**config.mk**
```make
export PLATFORM = sky130hd
export DESIGN_NAME = par_out_port
export DESIGN_NICKNAME = d
export VERILOG_FILES = /design/src/rtl/pop_pkg.sv /design/src/rtl/pop_addr_dec.sv /design/src/rtl/pop_timing.sv /design/src/rtl/pop_regs.sv /design/src/rtl/par_out_port.sv
export SDC_FILE = /design/constraint.sdc
export NUM_CORES = 1
export LEC_CHECK = 0
export BUFFER_PORTS_ARGS = -buffer_cell sky130_fd_sc_hd__buf_2
export CORE_MARGIN = 2
export CORE_UTILIZATION = 25
export CTS_CLUSTER_SIZE = 24
export DETAILED_ROUTE_END_ITERATION = 12
export PLACE_DENSITY = 0.51
export SLEW_MARGIN = 10
export SYNTH_ARGS = -nofsm -noshare
export SYNTH_HDL_FRONTEND = slang
export SYNTH_SLANG_ARGS = --single-unit
```
**constraint.sdc**
```tcl
create_clock -name clk -period 3.77 [get_ports clk]
set_input_delay 0.1885 -clock clk [delete_from_list [all_inputs] [get_ports clk]]
set_output_delay 0.1885 -clock clk [all_outputs]
set_load 0.05 [all_outputs]
```
**src/rtl/pop_pkg.sv**
```systemverilog
package pop_pkg;
  typedef enum logic {
    ST_IDLE    = 1'b0,
    ST_RESPOND = 1'b1
  } pop_state_e;

  localparam logic SEL_DATA   = 1'b0;
  localparam logic SEL_STATUS = 1'b1;
endpackage

```
**src/rtl/pop_addr_dec.sv**
```systemverilog
module pop_addr_dec #(
  parameter int unsigned ADDR_W = 32,
  parameter logic [ADDR_W-1:0] BASE_ADDR = '0
) (
  input  logic [ADDR_W-2:0] addr_hi,
  output logic              hit
);
  localparam logic [ADDR_W-2:0] BASE_HI = BASE_ADDR[ADDR_W-1:1];

  always_comb hit = (addr_hi == BASE_HI);
endmodule

```
**src/rtl/pop_timing.sv**
```systemverilog
module pop_timing
  import pop_pkg::*;
#(
  parameter int unsigned ADDR_W = 32,
  parameter int unsigned DATA_W = 8
) (
  input  logic              clk,
  input  logic              rst,
  input  logic              bus_cyc,
  input  logic              bus_rnw,
  input  logic [ADDR_W-1:0] bus_addr,
  input  logic [DATA_W-1:0] bus_wdata,
  input  logic              hit,
  output logic [ADDR_W-1:0] addr_q,
  output logic              ack,
  output logic              rnw_lat,
  output logic              sel_lat,
  output logic [DATA_W-1:0] wdata_lat,
  output logic              wr_data
);
  logic              cyc_q, cyc_qq, rnw_q;
  logic [DATA_W-1:0] wdata_q;
  pop_state_e        state, state_nx;
  logic              go;

  // Bus inputs are registered first; a fresh strobe edge plus a hit is Go.
  always_ff @(posedge clk) begin
    if (rst) begin
      cyc_q   <= 1'b0;
      cyc_qq  <= 1'b0;
      rnw_q   <= 1'b1;
      addr_q  <= '0;
      wdata_q <= '0;
    end else begin
      cyc_q   <= bus_cyc;
      cyc_qq  <= cyc_q;
      rnw_q   <= bus_rnw;
      addr_q  <= bus_addr;
      wdata_q <= bus_wdata;
    end
  end

  always_comb go = cyc_q & ~cyc_qq & hit & (state == ST_IDLE);

  always_comb begin
    state_nx = state;
    unique case (state)
      ST_IDLE:    if (go) state_nx = ST_RESPOND;
      ST_RESPOND: state_nx = ST_IDLE;
      default:    state_nx = ST_IDLE;
    endcase
  end

  always_ff @(posedge clk) begin
    if (rst) begin
      state     <= ST_IDLE;
      rnw_lat   <= 1'b1;
      sel_lat   <= SEL_DATA;
      wdata_lat <= '0;
    end else begin
      state <= state_nx;
      if (go) begin
        rnw_lat   <= rnw_q;
        sel_lat   <= addr_q[0];
        wdata_lat <= wdata_q;
      end
    end
  end

  always_comb begin
    ack     = (state == ST_RESPOND);
    wr_data = ack & ~rnw_lat & (sel_lat == SEL_DATA);
  end
endmodule

```
**src/rtl/pop_regs.sv**
```systemverilog
module pop_regs
  import pop_pkg::*;
#(
  parameter int unsigned DATA_W  = 8,
  parameter int unsigned RDY_BIT = 1
) (
  input  logic              clk,
  input  logic              rst,
  input  logic              wr_data,
  input  logic [DATA_W-1:0] wdata,
  input  logic              rd_en,
  input  logic              rd_sel,
  input  logic              dev_idle,
  output logic [DATA_W-1:0] dev_data,
  output logic              dev_valid,
  output logic [DATA_W-1:0] rdata
);
  logic              rdy;
  logic [DATA_W-1:0] status_word;

  always_ff @(posedge clk) begin
    if (rst) begin
      dev_data  <= '0;
      dev_valid <= 1'b0;
      rdy       <= dev_idle;
    end else if (wr_data) begin
      // a new write wins over an acceptance on the same edge
      dev_data  <= wdata;
      dev_valid <= 1'b1;
      rdy       <= 1'b0;
    end else if (dev_valid) begin
      if (dev_idle) begin
        dev_valid <= 1'b0;
        rdy       <= 1'b1;
      end
    end else begin
      rdy <= dev_idle;
    end
  end

  always_comb begin
    status_word          = '0;
    status_word[RDY_BIT] = rdy;
  end

  always_comb begin
    if (!rd_en)                  rdata = '0;
    else if (rd_sel == SEL_DATA) rdata = dev_data;
    else                         rdata = status_word;
  end
endmodule

```
**src/rtl/par_out_port.sv**
```systemverilog
module par_out_port #(
  parameter int unsigned       ADDR_W    = 32,
  parameter int unsigned       DATA_W    = 8,
  parameter int unsigned       RDY_BIT   = 1,
  parameter logic [ADDR_W-1:0] BASE_ADDR = 32'h0000_4A10
) (
  input  logic              clk,
  input  logic              rst,
  input  logic              bus_cyc,
  input  logic              bus_rnw,
  input  logic [ADDR_W-1:0] bus_addr,
  input  logic [DATA_W-1:0] bus_wdata,
  output logic [DATA_W-1:0] bus_rdata,
  output logic              bus_ack,
  output logic [DATA_W-1:0] dev_data,
  output logic              dev_valid,
  input  logic              dev_idle
);
  logic [ADDR_W-1:0] addr_q;
  logic              hit, rnw_lat, sel_lat, wr_data;
  logic [DATA_W-1:0] wdata_lat;

  pop_addr_dec #(.ADDR_W(ADDR_W), .BASE_ADDR(BASE_ADDR)) u_dec (
    .addr_hi (addr_q[ADDR_W-1:1]),
    .hit     (hit)
  );

  pop_timing #(.ADDR_W(ADDR_W), .DATA_W(DATA_W)) u_tim (
    .clk       (clk),
    .rst       (rst),
    .bus_cyc   (bus_cyc),
    .bus_rnw   (bus_rnw),
    .bus_addr  (bus_addr),
    .bus_wdata (bus_wdata),
    .hit       (hit),
    .addr_q    (addr_q),
    .ack       (bus_ack),
    .rnw_lat   (rnw_lat),
    .sel_lat   (sel_lat),
    .wdata_lat (wdata_lat),
    .wr_data   (wr_data)
  );

  pop_regs #(.DATA_W(DATA_W), .RDY_BIT(RDY_BIT)) u_regs (
    .clk       (clk),
    .rst       (rst),
    .wr_data   (wr_data),
    .wdata     (wdata_lat),
    .rd_en     (bus_ack & rnw_lat),
    .rd_sel    (sel_lat),
    .dev_idle  (dev_idle),
    .dev_data  (dev_data),
    .dev_valid (dev_valid),
    .rdata     (bus_rdata)
  );
endmodule

```
==> impl_results.html <==
<table>
<tr><th>Metric</th><th>Value</th></tr>
<tr><th colspan="2">Run status</th></tr>
<tr><td>Result of the run</td><td>finished clean</td></tr>
<tr><th colspan="2">Layout</th></tr>
<tr><td>Antenna cell count</td><td>0</td></tr>
<tr><td>Area growth from synthesis to final layout</td><td>25.0%</td></tr>
<tr><td>Most frequent standard cell in the layout excluding fill and tap cells</td><td>dfxtp_1</td></tr>
<tr><td>Final Net Count</td><td>approximately 310</td></tr>
<tr><td>Count of non-filler cells in the finished layout</td><td>between 300 and 400</td></tr>
<tr><td>Post-layout instance area</td><td>between 0.002 and 0.003 mm2</td></tr>
<tr><td>Fillers</td><td>939</td></tr>
<tr><td>Highest-count cells in the layout ignoring fill and taps</td><td>63 x dfxtp_1, 62 x buf_2, 43 x nor2b_1</td></tr>
<tr><td>Ratio of cells with drive above 1 in the final layout</td><td>between 30% and 40%</td></tr>
<tr><th colspan="2">Synthesis</th></tr>
<tr><td>Net count after synthesis</td><td>255</td></tr>
<tr><td>Yosys warning count</td><td>0</td></tr>
<tr><td>Most used flip-flop cell after synthesis</td><td>dfxtp_1</td></tr>
<tr><td>Main area contributors after synthesis</td><td>dfxtp_1 57%, nor2b_1 12%, a21oi_1 4.0%</td></tr>
<tr><td>Async S/R FF share, synth</td><td>0%</td></tr>
<tr><td>Library cells used by synthesis</td><td>34</td></tr>
<tr><td>Yosys reg bits</td><td>64</td></tr>
<tr><td>Instance count of the mapped netlist</td><td>210</td></tr>
<tr><td>Number of enable-type register cells in the synthesized netlist</td><td>1</td></tr>
<tr><td>Mean area per synthesized cell</td><td>roughly 11 um2</td></tr>
<tr><td>Post-Synthesis Cell Area</td><td>approximately 0.0022 mm2</td></tr>
<tr><td>Biggest area consumer among synthesized cells</td><td>dfxtp_1</td></tr>
<tr><td>Part of the Yosys area used for sequential elements</td><td>slightly below 60%</td></tr>
<tr><td>Top-area cell type share of the netlist area</td><td>a little under three fifths</td></tr>
<tr><th colspan="2">STA</th></tr>
<tr><td>Post-route setup slack</td><td>slightly below 2 ns</td></tr>
<tr><td>Unrepaired setup endpoints after global routing</td><td>no</td></tr>
<tr><td>Rel. slew slack</td><td>56.2%</td></tr>
<tr><td>Top achievable clock speed</td><td>between 500 and 600 MHz</td></tr>
<tr><td>Period utilisation layout</td><td>~48%</td></tr>
<tr><td>Slew of the pin with the lowest slew margin</td><td>about 0.66 ns</td></tr>
<tr><td>Clock skew</td><td>approximately 0.0061 ns</td></tr>
<tr><td>Final min period</td><td>between 1.5 and 2 ns</td></tr>
<tr><td>Tightest hold margin</td><td>around 0.06 ns</td></tr>
<tr><td>Final max-slew violation count</td><td>0</td></tr>
<tr><td>Number of endpoints with negative hold slack in the final report</td><td>0</td></tr>
<tr><td>Final-layout setup total negative slack</td><td>0 ns</td></tr>
<tr><td>Setup-violating endpoint count in the final report</td><td>0</td></tr>
<tr><th colspan="2">Clocking</th></tr>
<tr><td>TritonCTS clock tree</td><td>done</td></tr>
<tr><td>Clk pin slew, worst setup/hold paths</td><td>around 0.070 ns</td></tr>
<tr><td>Resize count post-CTS</td><td>0</td></tr>
<tr><td>Number of buffers inserted during clock tree synthesis</td><td>9</td></tr>
<tr><td>Source-to-sink clock delay at the later pin of the worst-skew pair</td><td>between 0.3 and 0.4 ns</td></tr>
<tr><td>Count of hold-fix buffers inserted at cts</td><td>0</td></tr>
<tr><td>Number of clock sinks</td><td>between 60 and 70</td></tr>
<tr><td>Bufs on Longest Clock Path</td><td>2</td></tr>
<tr><td>Buffer type at the clock tree root</td><td>clkbuf_8</td></tr>
<tr><td>CTS H-tree depth</td><td>3</td></tr>
<tr><td>Post-CTS setup buffers</td><td>0</td></tr>
<tr><th colspan="2">Global routing</th></tr>
<tr><td>Via count of the first global-routing pass</td><td>between 1500 and 2000</td></tr>
<tr><td>Global-route wire length before repair</td><td>a little over 7000 um</td></tr>
<tr><td>Sum of overflow across all layers after global routing</td><td>0</td></tr>
<tr><td>Initial antenna violation count</td><td>0</td></tr>
<tr><td>Largest net degree at the start of global routing</td><td>39</td></tr>
<tr><td>Total Routing Usage GR</td><td>9.22%</td></tr>
<tr><th colspan="2">Pwr</th></tr>
<tr><td>Max IR drop VDD</td><td>between 0.15 and 0.2 mV</td></tr>
<tr><td>Leakage power of the design</td><td>roughly 0.0011 uW</td></tr>
<tr><td>Power density normalized to cell area</td><td>a little under 500 mW/mm2</td></tr>
<tr><th colspan="2">Die</th></tr>
<tr><td>Height of the die</td><td>98.4 um</td></tr>
<tr><td>Num ports</td><td>63</td></tr>
<tr><td>Number of rows in the core area</td><td>34</td></tr>
<tr><td>Initial Utilization</td><td>around a quarter</td></tr>
<tr><td>Area inside the core boundary</td><td>slightly below 0.009 mm2</td></tr>
<tr><td>Die boundary width</td><td>slightly below 100 um</td></tr>
<tr><td>Area of the die</td><td>between 0.009 and 0.01 mm2</td></tr>
<tr><th colspan="2">Worst setup path</th></tr>
<tr><td>Data arrival time of the critical path</td><td>slightly below 2 ns</td></tr>
<tr><td>Slack of the worst reg-to-reg path</td><td>approximately 2.0 ns</td></tr>
<tr><td>Required time of the critical path</td><td>just under 4 ns</td></tr>
<tr><td>Worst r2r path cells</td><td>4</td></tr>
<tr><td>Reg2reg start</td><td>u_tim.addr_q[17]</td></tr>
<tr><td>Kind of critical path</td><td>register to register</td></tr>
<tr><td>FF-to-FF End</td><td>u_tim.wdata_lat[4]</td></tr>
<tr><td>Startpoint kind of the worst setup timing path</td><td>register</td></tr>
<tr><td>Highest net fanout along the worst path</td><td>11</td></tr>
<tr><td>Crit. End Element</td><td>register</td></tr>
<tr><th colspan="2">Hold path</th></tr>
<tr><td>Worst Hold Path EP</td><td>u_tim.rnw_q</td></tr>
<tr><td>Source of the worst hold timing path</td><td>bus_rnw</td></tr>
<tr><td>Hold depth</td><td>2</td></tr>
<tr><td>Path category of the worst min-delay check</td><td>primary input to register</td></tr>
<tr><th colspan="2">Routing</th></tr>
<tr><td>Vias/cell</td><td>about 4.2</td></tr>
<tr><td>Initial drt markers</td><td>76</td></tr>
<tr><td>Number of routed nets with antenna violations</td><td>0</td></tr>
<tr><td>Initial DRT Pass Iterations</td><td>4</td></tr>
<tr><td>Post-route DRC</td><td>0</td></tr>
<tr><td>Detail-routed net length per standard cell</td><td>11.1 um</td></tr>
<tr><td>Total wire length</td><td>~4200 um</td></tr>
<tr><td>Vias after detailed routing</td><td>1597</td></tr>
<tr><th colspan="2">Placed design</th></tr>
<tr><td>Dpl ws</td><td>1.98 ns</td></tr>
<tr><td>Area post-placement</td><td>0.00259 mm2</td></tr>
<tr><td>Count of input and output buffers</td><td>62</td></tr>
<tr><td>Final GP Congestion</td><td>around 0.68</td></tr>
<tr><td>Placed cells</td><td>around 370</td></tr>
<tr><td>DP Wirelength</td><td>approximately 3100 um</td></tr>
<tr><th colspan="2">Job</th></tr>
<tr><td>Max-cap violations</td><td>0</td></tr>
</table>
-- through the flow --
stage,utilization [%],total power (uW)
floorplan,-,764
global placement,29.8,791
detailed placement,29.8,792
CTS,32.1,1380
global route,32.1,1420
finish,32.1,1360
-- routing by layer --
layer | up-vias | share of wire, % | track usage [%]
met3 | 6 | 6.3 | 3.48
met5 | - | 0 | 0
met1 | 708 | 49 | 12.3
met4 | 0 | 1.2 | 4.43
met2 | 47 | 43 | 13.1
li1 | 836 | - | -
-- cells in the mapped netlist (all sizes together), types with 2 or more instances --
| cell | number |
|---|---|
| dfxtp | 63 |
| nor2b | 43 |
| a21oi | 18 |
| nand2 | 18 |
| nand4 | 10 |
| o31ai | 9 |
| and2 | 8 |
| clkbuf | 8 |
| buf | 7 |
| nor4 | 7 |
| nor2 | 3 |
| nand3b | 2 |
| nor4b | 2 |
-- worst max-delay path, stage by stage, from the launching register on --
cell,delay (ns)
dfxtp_1,0.30
nor4_1,0.42
nand3_1,0.46
o31ai_1,0.38
a21oi_1,0.10
-- state kept, by name, indices dropped and copies added, names as in the netlist --
register          cells
u_tim.wdata_lat       8
u_regs.dev_valid      1
u_regs.dev_data       8
u_tim.cyc_q           1
u_tim.rnw_lat         1
u_regs.rdy            1
u_tim.cyc_qq          1
u_tim.rnw_q           1
u_tim.addr_q         32
u_tim.ack             1
u_tim.sel_lat         1
u_tim.wdata_q         8
-- logic make-up after synthesis --
family / count (synthesis) / share of synthesized area [%]
and+or+nand+nor: 100 / 29.0
DFF: 64 / 57.9
buffers and inverters: 15 / 4.27
AOI/OAI and AO/OA: 30 / 8.31
muxes: 1 / 0.449
-- report_power, final --
group | internal, uW | switching [uW]
registers | 703 | 9.06
clock network | 343 | 239
logic | 35.4 | 27.4
total | 1080 | 275
-- layout make-up --
class / instances / area [um2] / area share (%)
Multi-Input combinational cell: 131 / 842 / 30.2
Timing Repair Buffer: 63 / 318 / 11.4
Clock buffer: 14 / 163 / 5.84
Sequential cell: 64 / 1290 / 46.3
Clock inverter: 2 / 37.5 / 1.35
Tap cell: 108 / 135 / 4.85
-- how the worst max path moves through the flow --
| stage | from | endpoint | depth (start not counted) |
|---|---|---|---|
| 2_1_floorplan | u_tim.ack | bus_rdata[1] | 2 |
| 3_3_place_gp | u_tim.addr_q[17] | u_tim.sel_lat | 4 |
| 3_5_place_dp | u_tim.addr_q[17] | u_tim.wdata_lat[3] | 4 |
| 4_1_cts | u_tim.addr_q[17] | u_tim.wdata_lat[3] | 4 |
| 5_1_grt | u_tim.addr_q[17] | u_tim.rnw_lat | 4 |
| 6_report | u_tim.addr_q[17] | u_tim.wdata_lat[4] | 4 |
Power figures use the tool's default switching activity.
